### config.mk
export PLATFORM = sky130hd
export DESIGN_NAME = pcu_top
export DESIGN_NICKNAME = d
export VERILOG_FILES = /design/src/rtl/pcu_pkg.sv /design/src/rtl/pcu_cmp.sv /design/src/rtl/pcu_target.sv /design/src/rtl/pcu_select.sv /design/src/rtl/pcu_top.sv
export SDC_FILE = /design/constraint.sdc
export NUM_CORES = 1
export LEC_CHECK = 0
export CAP_MARGIN = 10
export CORE_UTILIZATION = 40
export CTS_CLUSTER_SIZE = 30
export DETAILED_ROUTE_END_ITERATION = 16
export PLACE_DENSITY = 0.79
export SYNTH_ARGS = -nofsm -noshare
export SYNTH_HDL_FRONTEND = slang
export SYNTH_SLANG_ARGS = --single-unit
export TNS_END_PERCENT = 1
### constraint.sdc
create_clock -name clk -period 4.7 [get_ports clk]
set_clock_uncertainty 0.1 [all_clocks]
set_input_delay 1.41 -clock clk [delete_from_list [all_inputs] [get_ports clk]]
set_output_delay 1.41 -clock clk [all_outputs]
set_load 0.01 [all_outputs]
### src/rtl/pcu_pkg.sv
package pcu_pkg;

    typedef enum logic [2:0] {
        CLS_SEQ = 3'd0,
        CLS_BEQ = 3'd1,
        CLS_BNE = 3'd2,
        CLS_JMP = 3'd3,
        CLS_JAL = 3'd4,
        CLS_JRG = 3'd5
    } pcu_class_e;

    typedef enum logic [1:0] {
        SRC_SEQ = 2'd0,
        SRC_BR  = 2'd1,
        SRC_JMP = 2'd2,
        SRC_REG = 2'd3
    } pcu_src_e;

endpackage

### src/rtl/pcu_cmp.sv
module pcu_cmp #(
    parameter int XLEN   = 32,
    parameter int LANE_W = 8
) (
    input  logic [XLEN-1:0] op_a,
    input  logic [XLEN-1:0] op_b,
    output logic            same
);
    localparam int NLANE = XLEN / LANE_W;

    logic [NLANE-1:0] lane_eq;

    genvar g;
    generate
        for (g = 0; g < NLANE; g++) begin : g_lane
            assign lane_eq[g] = ~|(op_a[g*LANE_W +: LANE_W] ^ op_b[g*LANE_W +: LANE_W]);
        end
    endgenerate

    assign same = &lane_eq;

endmodule

### src/rtl/pcu_target.sv
module pcu_target #(
    parameter int XLEN       = 32,
    parameter int OFF_W      = 16,
    parameter int JT_W       = 26,
    parameter int INSN_BYTES = 4
) (
    input  logic [XLEN-1:0]  pc,
    input  logic [OFF_W-1:0] off,
    input  logic [JT_W-1:0]  jfield,
    output logic [XLEN-1:0]  seq_addr,
    output logic [XLEN-1:0]  br_addr,
    output logic [XLEN-1:0]  jmp_addr
);
    localparam int SHIFT = $clog2(INSN_BYTES);
    localparam int EXT_W = XLEN - OFF_W - SHIFT;
    localparam int HI_W  = XLEN - JT_W - SHIFT;

    logic [XLEN-1:0] off_bytes;

    assign seq_addr  = pc + XLEN'(INSN_BYTES);
    assign off_bytes = {{EXT_W{off[OFF_W-1]}}, off, {SHIFT{1'b0}}};
    assign br_addr   = seq_addr + off_bytes;
    assign jmp_addr  = {seq_addr[XLEN-1 -: HI_W], jfield, {SHIFT{1'b0}}};

endmodule

### src/rtl/pcu_select.sv
module pcu_select
    import pcu_pkg::*;
#(
    parameter int XLEN = 32
) (
    input  logic [2:0]      cls,
    input  logic            same,
    input  logic            stall,
    input  logic            rst,
    input  logic [XLEN-1:0] seq_addr,
    input  logic [XLEN-1:0] br_addr,
    input  logic [XLEN-1:0] jmp_addr,
    input  logic [XLEN-1:0] reg_addr,
    output logic [XLEN-1:0] next_addr,
    output logic            link_fire
);
    pcu_class_e cls_e;
    pcu_src_e   src;
    logic       is_link;

    assign cls_e = pcu_class_e'(cls);

    always_comb begin
        src     = SRC_SEQ;
        is_link = 1'b0;
        unique case (cls_e)
            CLS_BEQ: src = same ? SRC_BR : SRC_SEQ;
            CLS_BNE: src = same ? SRC_SEQ : SRC_BR;
            CLS_JMP: src = SRC_JMP;
            CLS_JAL: begin
                src     = SRC_JMP;
                is_link = 1'b1;
            end
            CLS_JRG: src = SRC_REG;
            default: src = SRC_SEQ;
        endcase
    end

    always_comb begin
        unique case (src)
            SRC_BR:  next_addr = br_addr;
            SRC_JMP: next_addr = jmp_addr;
            SRC_REG: next_addr = reg_addr;
            default: next_addr = seq_addr;
        endcase
    end

    assign link_fire = is_link & ~stall & ~rst;

endmodule

### src/rtl/pcu_top.sv
module pcu_top #(
    parameter int XLEN       = 32,
    parameter int OFF_W      = 16,
    parameter int JT_W       = 26,
    parameter int INSN_BYTES = 4,
    parameter int RA_IDX     = 31,
    parameter int LANE_W     = 8
) (
    input  logic              clk,
    input  logic              rst,
    input  logic              stall,
    input  logic [2:0]        ctl_class,
    input  logic [OFF_W-1:0]  br_off,
    input  logic [JT_W-1:0]   jmp_field,
    input  logic [XLEN-1:0]   opnd_a,
    input  logic [XLEN-1:0]   opnd_b,
    input  logic [XLEN-1:0]   jr_addr,
    output logic [XLEN-1:0]   fetch_addr,
    output logic [XLEN-1:0]   link_val,
    output logic [4:0]        link_idx,
    output logic              link_we
);
    logic [XLEN-1:0] pc_q;
    logic [XLEN-1:0] seq_addr;
    logic [XLEN-1:0] br_addr;
    logic [XLEN-1:0] jmp_addr;
    logic [XLEN-1:0] next_addr;
    logic            same;
    logic            link_fire;

    pcu_cmp #(.XLEN(XLEN), .LANE_W(LANE_W)) u_cmp (
        .op_a (opnd_a),
        .op_b (opnd_b),
        .same (same)
    );

    pcu_target #(.XLEN(XLEN), .OFF_W(OFF_W), .JT_W(JT_W), .INSN_BYTES(INSN_BYTES)) u_tgt (
        .pc       (pc_q),
        .off      (br_off),
        .jfield   (jmp_field),
        .seq_addr (seq_addr),
        .br_addr  (br_addr),
        .jmp_addr (jmp_addr)
    );

    pcu_select #(.XLEN(XLEN)) u_sel (
        .cls       (ctl_class),
        .same      (same),
        .stall     (stall),
        .rst       (rst),
        .seq_addr  (seq_addr),
        .br_addr   (br_addr),
        .jmp_addr  (jmp_addr),
        .reg_addr  (jr_addr),
        .next_addr (next_addr),
        .link_fire (link_fire)
    );

    always_ff @(posedge clk) begin
        if (rst)
            pc_q <= '0;
        else if (!stall)
            pc_q <= next_addr;
    end

    assign fetch_addr = pc_q;
    assign link_val   = seq_addr;
    assign link_idx   = 5'(RA_IDX);
    assign link_we    = link_fire;


    reset_zero_chk: assert property (@(posedge clk) rst |=> fetch_addr == '0);

    reset_nolink_chk: assert property (@(posedge clk) rst |-> !link_we);

    stall_hold_chk: assert property (@(posedge clk) disable iff (rst)
        stall |=> $stable(fetch_addr));

    seq_step_chk: assert property (@(posedge clk) disable iff (rst)
        (!stall && ctl_class == 3'd0) |=> fetch_addr == $past(fetch_addr) + XLEN'(INSN_BYTES));

    reg_jump_chk: assert property (@(posedge clk) disable iff (rst)
        (!stall && ctl_class == 3'd5) |=> fetch_addr == $past(jr_addr));

    link_class_chk: assert property (@(posedge clk) disable iff (rst)
        link_we |-> (ctl_class == 3'd4 && !stall));

    link_value_chk: assert property (@(posedge clk) disable iff (rst)
        link_we |-> (link_val == fetch_addr + XLEN'(INSN_BYTES) && link_idx == 5'd31));

endmodule

# Word level (Yosys, flattened, before mapping)
# Cells that the tools add are included.
# totals
ff_bits	32
latch_bits	0
ram_bits	0
romBits	0
inputBits	144
out_inout_bits	70
wordCells	34
memories	0
# op_classes
add_sub_neg	2
mul	0
div_mod_pow	0
magnitude_cmp	0
n_eq_ne	8
shift	0
mux	5
bitwise_logic	8
n_reduce_logical	10
# ops
cell	n
one-hot mux 32 bit (3 select lines)	1
adder 32 x 3 -> 32 bit, second input constant	1
adder 32 bit	1
OR reduction 8 bit	4
XOR 8 bit	4
one-hot mux 2 bit (4 select lines)	1
== test 3 x 2 -> 1 bit, second input constant	2
== test 3 bit, second input constant	2
== test 2 bit, second input constant	2
zero test 1 bit	4
AND reduction 4 bit	1
== test 3 x 1 -> 1 bit, second input constant	1
2-to-1 mux 1 bit	3
bitwise AND 1 bit	2
== test 2 x 1 -> 1 bit, second input constant	1
NOT 1 bit	2
OR reduction 2 bit	1

# Logic depth before layout (Yosys ltp)
# logic_depth
depth_word	8
depth_mapped	17
ltp_nobuf	16

# Modules after synthesis
# A second synthesis with hierarchy kept.
# hier_totals
hier_cells	828
hier_area_um2	6283.5
# by_module_without_submodules
module	instances	cells_each	area_each_um2	seq_area_each_um2
pcu_target	1	372	2611.3	0.0
pcu_select	1	304	2120.8	0.0
pcu_top	1	109	1204.9	640.6
pcu_cmp	1	43	346.6	0.0

# Worst setup path before layout
# OpenSTA, ideal clock, no wires.
# synth_path
kind	in2reg
from	input br_off[0]
to	register pc_q[30], in the netlist fetch_addr[30]
setup_time_ns	0.130
t_arrival_ns	3.688
t_required_ns	4.470
path_slack_ns	0.781
stages	12
n_path_buf	0
cell_sequence	ha_1 inv_1 fa_1 nor2b_1 o31a_1 o311a_1 o21ai_2 o211ai_1 a31o_1 a21o_1 a2111oi_2 nor4_1
# synth_via
elab_chain_len	2
# synth_rtl
item	line_no	text
start, declared	pcu_top.sv:13	input logic [OFF_W-1:0] br_off,
adder 32 bit	pcu_target.sv:22	assign br_addr = seq_addr + off_bytes;
one-hot mux 32 bit (3 select lines)	pcu_select.sv:40	unique case (src)
end signal, assigned	pcu_top.sv:63	pc_q <= next_addr;
end, declared	pcu_top.sv:23	logic [XLEN-1:0] pc_q;
# No other way between the ends.
# A chain may end at the register's enable or synchronous reset.

# Worst setup path in the final report
# layout_path
from	register pc_q[2], in the netlist fetch_addr[2]
to	output link_val[28]
# layout_via
elab_chain_len	1
# layout_rtl
item	line_no	text
adder 32 x 3 -> 32 bit	pcu_target.sv:20	assign seq_addr = pc + XLEN'(INSN_BYTES);
end, declared	pcu_top.sv:19	output logic [XLEN-1:0] link_val,
# No other way between the ends.

==> impl_metrics.ini <==
[finish]
final_cell_area_um2 = 6730
largest_register_ffs = 32
fillCellCount = 940
layout.nets = 970
antenna_cells_inserted = 0
layout_commonest_cell = clkdlybuf4s50_1
final_cell_mix = 208 x clkdlybuf4s50_1, 68 x xnor2_1, 54 x nand2_1
area_growth_pct = 52.8
drive_gt1_share_pct = 5.44

[timing]
finalCritPeriodShare_pct = 96.8
timing.slew.headroom_pct = 58.8
final-setup-viol-count = 0
hold_violations = 0
worstMarginPinSlew_ns = 0.619
setup_tns_ns = 0
finalWorstSetupSlack_ns = 0.150
hold-worst-slack_ns = 0.406
maxClockFrequency_mhz = 220
finalCriticalPeriod_ns = 4.55
grt_setup_unrepaired = false
final-max-slew-violation-count = 0

[routing]
iter_0_drt_violations = 341
number_of_search_and_repair_iterations_in_the_first_detailed_routing_pass = 5
route.detailed.drc = 0
ant_nets = 0
via_count = 5462
avgRoutedWirePerCell_um = 19.5
vias_per_cell = 5.89
drt-total-wl_um = 18100

[worst_setup_path]
end_of_the_worst_register_to_register_path = fetch_addr[29]
timing.critical_path.fanout_max = 6
critical_path.startpoint_type = flop
r2r.worst_path.cells = 15
arrival_time_reported_for_the_critical_path_endpoint_ns = 3.04
reg2reg_setup_slack_ns = 0.41
worst_ep_required_time_ns = 3.19
timing.rr.start = fetch_addr[2]
path_class = flop to output pin
end_kind = output pin

[power_and_ir_drop]
internal-power_uw = 743
power.density_cell_area_nw_per_um2 = 180
power_leakage_nw = 2.59
clk_pwr_share_pct = 18.0
vdd_ir_drop_max_mv = 0.107
totalPowerFinal_mw = 1.21
sequentialPowerShare_pct = 26.5
p_switching_uw = 472
netSwitchingFraction_pct = 38.8
p_comb_share_pct = 55.6

[yosys]
ys_seq_area_share_pct = 14.5
yosysWarningCount = 0
synth_enable_flop_cells = 0
synth_top_flop_cell = dfxtp_1
syn_inst = 587
synth_seq_cells = 32
synth_area_per_cell_um2 = 7.51
netlist-cell-type-count = 66
mappedNetlistArea_um2 = 4410
async_flop_share_pct = 0

[global_routing]
grt_util_all_layers_pct = 32.0
grt_pass1_vias = 5574
grt_max_degree = 42
antenna_found_initial = 0
grt_remaining_overflow = 0
grt_pass1_wl_um = 28600

[clock_network]
holdBufCountCts = 0
post_cts.resized_instances = 0
total_setup_buffers_inserted_after_cts = 0
clk_root_buffer_cell = clkbuf_8
cts.sinks = 32
htree_levels = 2
worstSkewPairLatency_ns = 0.29
cts-root-to-sink-buffers = 2
tritoncts = built
numCtsBuffers = 5
clkTransAtPathRegs_ns = 0.07

[placed_design]
placement.setup.worst_slack_ns = 0.139
detailed_placement_wirelength_estimate_um = 14400
place.gp.congestion = 0.904
buffer_ports.inserted = 208
placement.cell_area_um2 = 6660

[worst_hold_path]
worst_hold_startpoint = fetch_addr[11]
holdPathStages = 2
min_delay_worst_endpoint = fetch_addr[11]
min_path_type = flop to flop

[die]
core_area_um2 = 10500
pin_count = 214
die_x_um = 107
std_cell_rows = 37
initial_utilization_pct = 41.9
dieArea_um2 = 11400
fp.dieH_um = 107

[outcome]
status = completed

[flow_run]
max_cap_violations = 0
## how the worst max path moves through the flow
stage | from | endpoint
after floorplan | br_off[0] | fetch_addr[30]
after global placement | br_off[0] | fetch_addr[30]
after detailed placement | br_off[0] | fetch_addr[24]
after CTS | fetch_addr[2] | link_val[28]
after global routing | fetch_addr[2] | link_val[28]
final | fetch_addr[2] | link_val[28]
## critical path: stages, from the launching register on
cell	delay, ns
dfxtp_1	0.42
ha_1	0.26
inv_1	0.14
nor4_4	0.38
and3_1	0.40
nand3_1	0.14
xnor2_1	0.38
clkdlybuf4s50_1	0.63
## area by class of cell
type	instances	area (um2)	area share, %
clock buffers	6	72.6	1.08
multi-input cells	506	3560	52.8
inverters	21	78.8	1.17
well taps	136	170	2.53
repair buffers	225	2210	32.8
clock inverters	1	5.00	0.0743
flip-flops and latches	32	641	9.51
## logic make-up after synthesis
logic type | Yosys count | synth area share, %
buffers and inverters | 53 | 5.25
muxes | 3 | 0.681
DFF | 32 | 14.5
and+or+nand+nor | 184 | 22.2
adders and majority gates | 35 | 10.1
other | 1 | 0.0851
AOI/OAI and AO/OA | 199 | 31.3
xor gates and xnor gates | 80 | 15.9
## metal layers
metal / GRT usage [%] / routed length [um]
met1: 38.0 / 7200
met3: 5.35 / 1480
met2: 57.8 / 8950
met4: 11.2 / 445
met5: 0 / 0
## power groups by stage
stage | Clock (mW) | Combinational [mW] | Sequential, mW
6_report | 0.218 | 0.675 | 0.321
5_1_grt | 0.231 | 0.732 | 0.324
4_1_cts | 0.223 | 0.670 | 0.321
3_5_place_dp | 0 | 0.665 | 0.326
3_3_place_gp | 0 | 0.654 | 0.325
2_1_floorplan | 0 | 0.350 | 0.329
## cells in the mapped netlist, types with 7 or more instances
library cell	count	area, um2
a21oi_1	49	245
ha_1	34	425
inv_1	21	78.8
nand3_1	18	90.1
xnor2_1	68	596
nand2_1	54	203
nand4_1	16	100
a221oi_1	14	123
a221o_1	9	90.1
a22oi_1	11	82.6
and3_1	9	56.3
xor2_1	12	105
nor2_1	40	150
o21ai_0	34	170
a211oi_1	9	67.6
a21o_1	14	105
dfxtp_1	32	641
clkbuf_1	20	75.1
o211ai_1	7	52.6
buf_4	7	52.6
o21bai_1	7	52.6
## stage by stage
stage	cells	util, %
final	927	64.1
after global routing	927	64.1
after CTS	927	64.1
after detailed placement	920	63.3
after global placement	920	63.3
after floorplan	591	-
(Power assumes the default switching activity.)
